--- config.mk ---
export PLATFORM = sky130hd
export DESIGN_NAME = audio_ser_fmt
export DESIGN_NICKNAME = d
export VERILOG_FILES = /design/src/rtl/audio_fmt_pkg.sv /design/src/rtl/afs_edge.sv /design/src/rtl/afs_tracker.sv /design/src/rtl/afs_bitsel.sv /design/src/rtl/audio_ser_fmt.sv
export SDC_FILE = /design/constraint.sdc
export NUM_CORES = 1
export LEC_CHECK = 0
export BUFFER_PORTS_ARGS = -buffer_cell sky130_fd_sc_hd__buf_2
export CAP_MARGIN = 20
export CORE_ASPECT_RATIO = 0.5
export CORE_MARGIN = 8
export CORE_UTILIZATION = 56
export DETAILED_ROUTE_END_ITERATION = 8
export PLACE_DENSITY = 0.79
export RECOVER_POWER = 100
export SETUP_SLACK_MARGIN = 0.02
export SLEW_MARGIN = 20
export SYNTH_ARGS = -nofsm -noshare
export SYNTH_HDL_FRONTEND = slang
export SYNTH_SLANG_ARGS = --single-unit
--- constraint.sdc ---
create_clock -name clk_i -period 6.4 [get_ports clk_i]
set_input_delay 0.32 -clock clk_i [delete_from_list [all_inputs] [get_ports clk_i]]
set_output_delay 0.32 -clock clk_i [all_outputs]
set_load 0.02 [all_outputs]
--- src/rtl/audio_fmt_pkg.sv ---
package audio_fmt_pkg;
  typedef enum logic [1:0] {
    FMT_LJ       = 2'b00,
    FMT_I2S      = 2'b01,
    FMT_RJ       = 2'b10,
    FMT_RJ_SHORT = 2'b11
  } fmt_e;
endpackage

--- src/rtl/afs_edge.sv ---
module afs_edge (
  input  logic clk_i,
  input  logic rst_ni,
  input  logic bclk_i,
  output logic fall_o
);
  logic bclk_q;

  always_ff @(posedge clk_i or negedge rst_ni) begin
    if (!rst_ni) bclk_q <= 1'b0;
    else         bclk_q <= bclk_i;
  end

  assign fall_o = bclk_q & ~bclk_i;
endmodule

--- src/rtl/afs_tracker.sv ---
module afs_tracker #(
  parameter int SAMPLE_W   = 24,
  parameter int SLOT_W     = 6,
  parameter int HALF_LONG  = 32,
  parameter int HALF_SHORT = 24
) (
  input  logic                clk_i,
  input  logic                rst_ni,
  input  logic                fall_i,
  input  logic                lrck_i,
  input  logic [SAMPLE_W-1:0] left_i,
  input  logic [SAMPLE_W-1:0] right_i,
  output logic [SLOT_W-1:0]   slot_d_o,
  output logic [SAMPLE_W-1:0] word_d_o,
  output logic [SLOT_W-1:0]   half_len_d_o,
  output logic                prev_lsb_d_o,
  output logic                frame_err_o
);
  localparam logic [SLOT_W-1:0] SLOT_MAX = {SLOT_W{1'b1}};

  logic                lr_q, lr_d;
  logic [SLOT_W-1:0]   slot_q, slot_d;
  logic [SAMPLE_W-1:0] word_q, word_d;
  logic [SLOT_W-1:0]   half_len_q, half_len_d;
  logic                prev_lsb_q, prev_lsb_d;
  logic                synced_q, synced_d;
  logic                err_q, err_d;
  logic                lr_edge, len_ok;
  int                  ended_len;

  always_comb begin
    lr_edge    = fall_i && (lrck_i != lr_q);
    ended_len  = int'(slot_q) + 1;
    len_ok     = (ended_len == HALF_LONG) || (ended_len == HALF_SHORT);
    lr_d       = fall_i ? lrck_i : lr_q;
    slot_d     = slot_q;
    word_d     = word_q;
    half_len_d = half_len_q;
    prev_lsb_d = prev_lsb_q;
    synced_d   = synced_q;
    err_d      = err_q;
    if (lr_edge) begin
      slot_d     = '0;
      word_d     = lrck_i ? right_i : left_i;
      prev_lsb_d = word_q[0];
      synced_d   = 1'b1;
      if (synced_q) begin
        err_d = !len_ok;
        if (len_ok) half_len_d = SLOT_W'(ended_len);
      end
    end else if (fall_i) begin
      // saturate so an over-long half still reads as invalid
      slot_d = (slot_q == SLOT_MAX) ? slot_q : slot_q + 1'b1;
    end
  end

  always_ff @(posedge clk_i or negedge rst_ni) begin
    if (!rst_ni) begin
      lr_q       <= 1'b0;
      slot_q     <= '0;
      word_q     <= '0;
      half_len_q <= SLOT_W'(HALF_LONG);
      prev_lsb_q <= 1'b0;
      synced_q   <= 1'b0;
      err_q      <= 1'b0;
    end else begin
      lr_q       <= lr_d;
      slot_q     <= slot_d;
      word_q     <= word_d;
      half_len_q <= half_len_d;
      prev_lsb_q <= prev_lsb_d;
      synced_q   <= synced_d;
      err_q      <= err_d;
    end
  end

  assign slot_d_o     = slot_d;
  assign word_d_o     = word_d;
  assign half_len_d_o = half_len_d;
  assign prev_lsb_d_o = prev_lsb_d;
  assign frame_err_o  = err_q;
endmodule

--- src/rtl/afs_bitsel.sv ---
module afs_bitsel
  import audio_fmt_pkg::*;
#(
  parameter int SAMPLE_W = 24,
  parameter int SHORT_W  = 20,
  parameter int SLOT_W   = 6
) (
  input  logic [1:0]          fmt_i,
  input  logic [SLOT_W-1:0]   slot_i,
  input  logic [SLOT_W-1:0]   half_len_i,
  input  logic [SAMPLE_W-1:0] word_i,
  input  logic                prev_lsb_i,
  output logic                bit_o
);
  localparam int DROP = SAMPLE_W - SHORT_W;

  int                  s, hl, idx;
  logic [SAMPLE_W-1:0] sh;

  always_comb begin
    s     = int'(slot_i);
    hl    = int'(half_len_i);
    bit_o = 1'b0;
    sh    = '0;
    unique case (fmt_i)
      FMT_LJ:       idx = SAMPLE_W - 1 - s;
      FMT_I2S:      idx = SAMPLE_W - s;
      FMT_RJ:       idx = hl - 1 - s;
      FMT_RJ_SHORT: idx = hl - 1 - s + DROP;
      default:      idx = -1;
    endcase
    if (idx >= 0 && idx < SAMPLE_W && s < hl) begin
      sh    = word_i >> idx;
      bit_o = sh[0];
    end
    // short half in I2S: last bit of the previous word spills into slot 0
    if (fmt_i == FMT_I2S && s == 0 && hl == SAMPLE_W) bit_o = prev_lsb_i;
  end
endmodule

--- src/rtl/audio_ser_fmt.sv ---
module audio_ser_fmt #(
  parameter int SAMPLE_W   = 24,
  parameter int SHORT_W    = 20,
  parameter int HALF_LONG  = 32,
  parameter int HALF_SHORT = 24
) (
  input  logic                clk_i,
  input  logic                rst_ni,
  input  logic                bclk_i,
  input  logic                lrck_i,
  input  logic [1:0]          fmt_i,
  input  logic [SAMPLE_W-1:0] left_i,
  input  logic [SAMPLE_W-1:0] right_i,
  input  logic                zero_i,
  input  logic                dis_i,
  output logic                sdata_o,
  output logic                sdata_oe_o,
  output logic                frame_err_o
);
  localparam int SLOT_W = $clog2(2 * HALF_LONG);

  logic                fall;
  logic [SLOT_W-1:0]   slot_d, half_len_d;
  logic [SAMPLE_W-1:0] word_d;
  logic                prev_lsb_d, bit_nxt;
  logic                sdata_q, oe_q;

  afs_edge u_edge (
    .clk_i (clk_i),
    .rst_ni(rst_ni),
    .bclk_i(bclk_i),
    .fall_o(fall)
  );

  afs_tracker #(
    .SAMPLE_W  (SAMPLE_W),
    .SLOT_W    (SLOT_W),
    .HALF_LONG (HALF_LONG),
    .HALF_SHORT(HALF_SHORT)
  ) u_track (
    .clk_i       (clk_i),
    .rst_ni      (rst_ni),
    .fall_i      (fall),
    .lrck_i      (lrck_i),
    .left_i      (left_i),
    .right_i     (right_i),
    .slot_d_o    (slot_d),
    .word_d_o    (word_d),
    .half_len_d_o(half_len_d),
    .prev_lsb_d_o(prev_lsb_d),
    .frame_err_o (frame_err_o)
  );

  afs_bitsel #(
    .SAMPLE_W(SAMPLE_W),
    .SHORT_W (SHORT_W),
    .SLOT_W  (SLOT_W)
  ) u_sel (
    .fmt_i     (fmt_i),
    .slot_i    (slot_d),
    .half_len_i(half_len_d),
    .word_i    (word_d),
    .prev_lsb_i(prev_lsb_d),
    .bit_o     (bit_nxt)
  );

  always_ff @(posedge clk_i or negedge rst_ni) begin
    if (!rst_ni) begin
      sdata_q <= 1'b0;
      oe_q    <= 1'b0;
    end else begin
      oe_q <= ~dis_i;
      if (fall) sdata_q <= zero_i ? 1'b0 : bit_nxt;
    end
  end

  assign sdata_o    = sdata_q;
  assign sdata_oe_o = oe_q;
endmodule

==> flow_summary.yaml <==
outcome:
  status: "finished with violations"
  failed_checks: "capacitance limit, slew limit"
critical_path:
  worst_path_largest_cell_delay_ns: 0.44
  startpoint: "u_track.slot_q[1]"
  crit_buf_inv: 0
  slowest_stage: "dfrtp_2"
  endpoint_kind: "flop"
  cp.arrival_ns: 6.10
  r2r_slack_ns: 0.47
  cp_cell_sequence: "ha_2 > and2_1 > and4_2 > o21ai_4 > nor2_1 > a21oi_2 > ha_1 > o221a_2 > nand2_1 > xnor2_1 > ha_1 > a21boi_0 > o21ai_0 > nand2b_1 > ha_2 > nor4bb_1 > a211oi_1 > or3_1 > or2_1 > nor3_2 > mux2_4 > a32o_1 > a41oi_1 > o21ai_1"
  critPathLaunchType: "flop"
  cp_max_fo: 10
  path_class: "reg -> reg"
  path_delay_family: "simple AND/OR/NAND/NOR gates"
  timing.rr.start: "u_track.slot_q[1]"
  required_ns: 6.57
pwr:
  ir_drop_mv: 0.118
  p_per_area_nw_per_um2: 229
  switching_share_pct: 35.6
  pwr-share-seq_pct: 34.1
  p_comb_share_pct: 41.9
  p_leak_nw: 2.08
  power_frac_clock_pct: 24.0
  internal-power_uw: 650
  p_switching_uw: 360
synth:
  syn_area_um2: 3910
  syn-num-nets: 550
  syn_inst: 468
  yosys.area.top_type: "dfrtp_1"
  yosys.cell_count.top_type: "nand2_1"
  synth_common_cells: "nand2_1, dfrtp_1, mux2i_1, o21ai_0"
  yosysUniqueCellTypes: 79
  synth_edf_count: 0
  synthArstFlopShare_pct: 100
  synth_flop_cell: "dfrtp_1"
  ys_seq_area_share_pct: 27.6
  yosys-top-cells-area: "dfrtp_1, ha_1, mux2i_1, nand2_1, o21ai_0"
  synth_warnings: 0
  syn_area_per_cell_um2: 8.35
  synth-seq-cells: 43
  yosysTopAreaCellShare_pct: 26.9
clocking:
  clk_pin_slew_ns: 0.06
  cts_tree: "built"
  cts.sink_count: 43
  clockBufferDepth: 2
  cts_root_buf: "clkbuf_16"
  cts_htree_levels: 2
  clk-insertion-delay-late_ns: 0.28
  cts_made_buffers: 5
die:
  ios: 59
  rows: 21
  fp.coreArea_um2: 6730
  die_h_um: 75.1
  die_x_um: 134
  die_area_um2: 10100
  initial_core_util_pct: 58.1
finish:
  fin_area_um2: 4400
  final_layout_size_suffix_gt1_share_pct: 19.3
  seq_area_um2: 1080
  fillers: 535
  antenna_cells: 0
  multi_input_area_um2: 2650
  area_growth_pct: 12.5
  nNetsFinal: 598
timing:
  fin_crit_sh_pct: 92.7
  finalCriticalPeriod_ns: 5.93
  tightestPinTransition_ns: 2.25
  grt_setup_unrepaired: "false"
  drv_slew: 44
  max-slew-margin-rel_pct: -50.2
  fin_skew_ns: 0.00511
  finalSetupTns_ns: 0
  finalSetupViolCount: 0
  hold_viol_final: 0
  fmax_ghz: 0.169
routing:
  wirelength_um: 10100
  via_count: 3594
  drtPass1Iterations: 5
  drtIter0Drc: 301
  postRouteAntennaNets: 0
  wl_per_cell_um: 16.5
  drcViolationCount: 0
  viasPerCell: 5.90
place:
  globalplace.congestion: 0.915
  post_dp_cell_area_um2: 4250
  numPortBuffers: 58
  place.detailed.hpwl_um: 7780
min_path:
  worstHoldPathType: "in -> reg"
  hold_start: "dis_i"
global_route:
  grt_pass1_vias: 3412
  antenna_found_initial: 0
  grt-ovfl-total: 0
  grt_pass1_wl_um: 16500
  grt_usage_pct: 19.8
  grt_start_max_net_pins: 44
flow_run:
  cap_violations: 1
[sequential cells by signal, indices dropped and copies added (netlist names)]
name and cells:
u_track.prev_lsb_q 1, sdata_oe_o 1, sdata_o 1, u_track.lr_q 1, u_track.synced_q 1, u_track.word_q 24
u_track.frame_err_o 1, u_track.slot_q 6, u_edge.bclk_q 1, u_track.half_len_q 6
[power by group through the flow]
stage,Sequential (mW),Combinational [mW],Clock [mW]
after CTS,0.344,0.417,0.245
after detailed placement,0.348,0.414,0
after global routing,0.350,0.473,0.257
after floorplan,0.342,0.321,0
after global placement,0.346,0.410,0
final,0.345,0.423,0.242
[routing by layer]
layer	share of wire, %	track usage, %	vias up
met5	0	0	-
met4	0.81	4.44	0
met3	8.4	4.13	10
met2	45	33.4	137
met1	46	25.9	1661
li1	-	-	1786
[cells in the final DEF (no fill, tap or decap), drive strengths merged, types with 5 or more instances in the layout]
| cell type | netlist | routed |
|---|---|---|
| a21oi | 20 | 20 |
| nand2b | 11 | 11 |
| or2 | 8 | 8 |
| inv | 26 | 26 |
| clkbuf | 9 | 13 |
| xnor2 | 11 | 11 |
| nor3 | 23 | 23 |
| nand4 | 8 | 8 |
| and2 | 7 | 7 |
| nor2b | 6 | 6 |
| a211oi | 8 | 8 |
| mux2i | 31 | 31 |
| o21ai | 35 | 35 |
| ha | 25 | 25 |
| xor2 | 5 | 5 |
| nor2 | 23 | 23 |
| dfrtp | 42 | 42 |
| and3 | 5 | 5 |
| nand2 | 63 | 63 |
| buf | 13 | 56 |
| mux2 | 10 | 10 |
| nand3 | 13 | 13 |
[area by class of cell]
cell class / count / share of cell area (%)
multi-input cells: 376 / 60.2
clock inverters: 2 / 0.284
well taps: 92 / 2.62
inverters: 27 / 2.30
flip-flops and latches: 43 / 24.5
clock buffers: 6 / 2.93
repair buffers: 63 / 7.14
[worst register-to-register path: stages, from the launching register on]
cell and delay [ns]:
dfrtp_2 0.44, ha_2 0.22, and2_1 0.20, and4_2 0.27, o21ai_4 0.15, nor2_1 0.11, a21oi_2 0.21, ha_1 0.22
o221a_2 0.21, nand2_1 0.07, xnor2_1 0.15, ha_1 0.37, a21boi_0 0.19, o21ai_0 0.17, nand2b_1 0.12, ha_2 0.42
nor4bb_1 0.29, a211oi_1 0.19, or3_1 0.44, or2_1 0.27, nor3_2 0.28, mux2_4 0.32, a32o_1 0.20, a41oi_1 0.23
o21ai_1 0.09
[logic make-up (layout without fill, tap and decap cells)]
logic type      after synthesis  after routing  share of synthesized area [%]
buf+inv                      49             98                           5.25
xor+xnor                     16             16                           3.78
simple gates                185            185                           24.5
flops                        43             43                           27.6
compound gates              108            108                           19.5
fa+ha+maj                    26             26                           8.51
mux                          41             41                           10.9
[metrics by stage]
stage | cells | worst slack (ns) | util [%] | hold WS [ns] | power [mW]
6_report | 609 | 0.466 | 65.4 | 0.187 | 1.01
5_1_grt | 609 | 0.0441 | 65.4 | 0.190 | 1.08
4_1_cts | 609 | 0.322 | 65.3 | 0.186 | 1.01
3_5_place_dp | 601 | 0.353 | 63.2 | 0.450 | 0.762
3_3_place_gp | 601 | 0.549 | 63.2 | 0.445 | 0.756
2_1_floorplan | 468 | 0.751 | - | 0.0244 | 0.663
[worst paths after layout]
path,depth (start not counted),endpoint
min in group asynchronous,1,u_track.half_len_q[4]
setup / recovery,24,sdata_o
hold / removal,2,sdata_oe_o
setup reg to reg,24,sdata_o
hold reg to reg,2,u_track.word_q[4]
max in group asynchronous,1,u_track.slot_q[1]
[what timing repair did]
action / 4_1_cts / 5_1_grt
setup buffers: 0 / 0
resized for setup: 0 / 7
setup endpoints to repair: 0 / 1
hold endpoints to repair: 0 / 0
hold buffers: 0 / 0
Power figures use the tool's default switching activity.
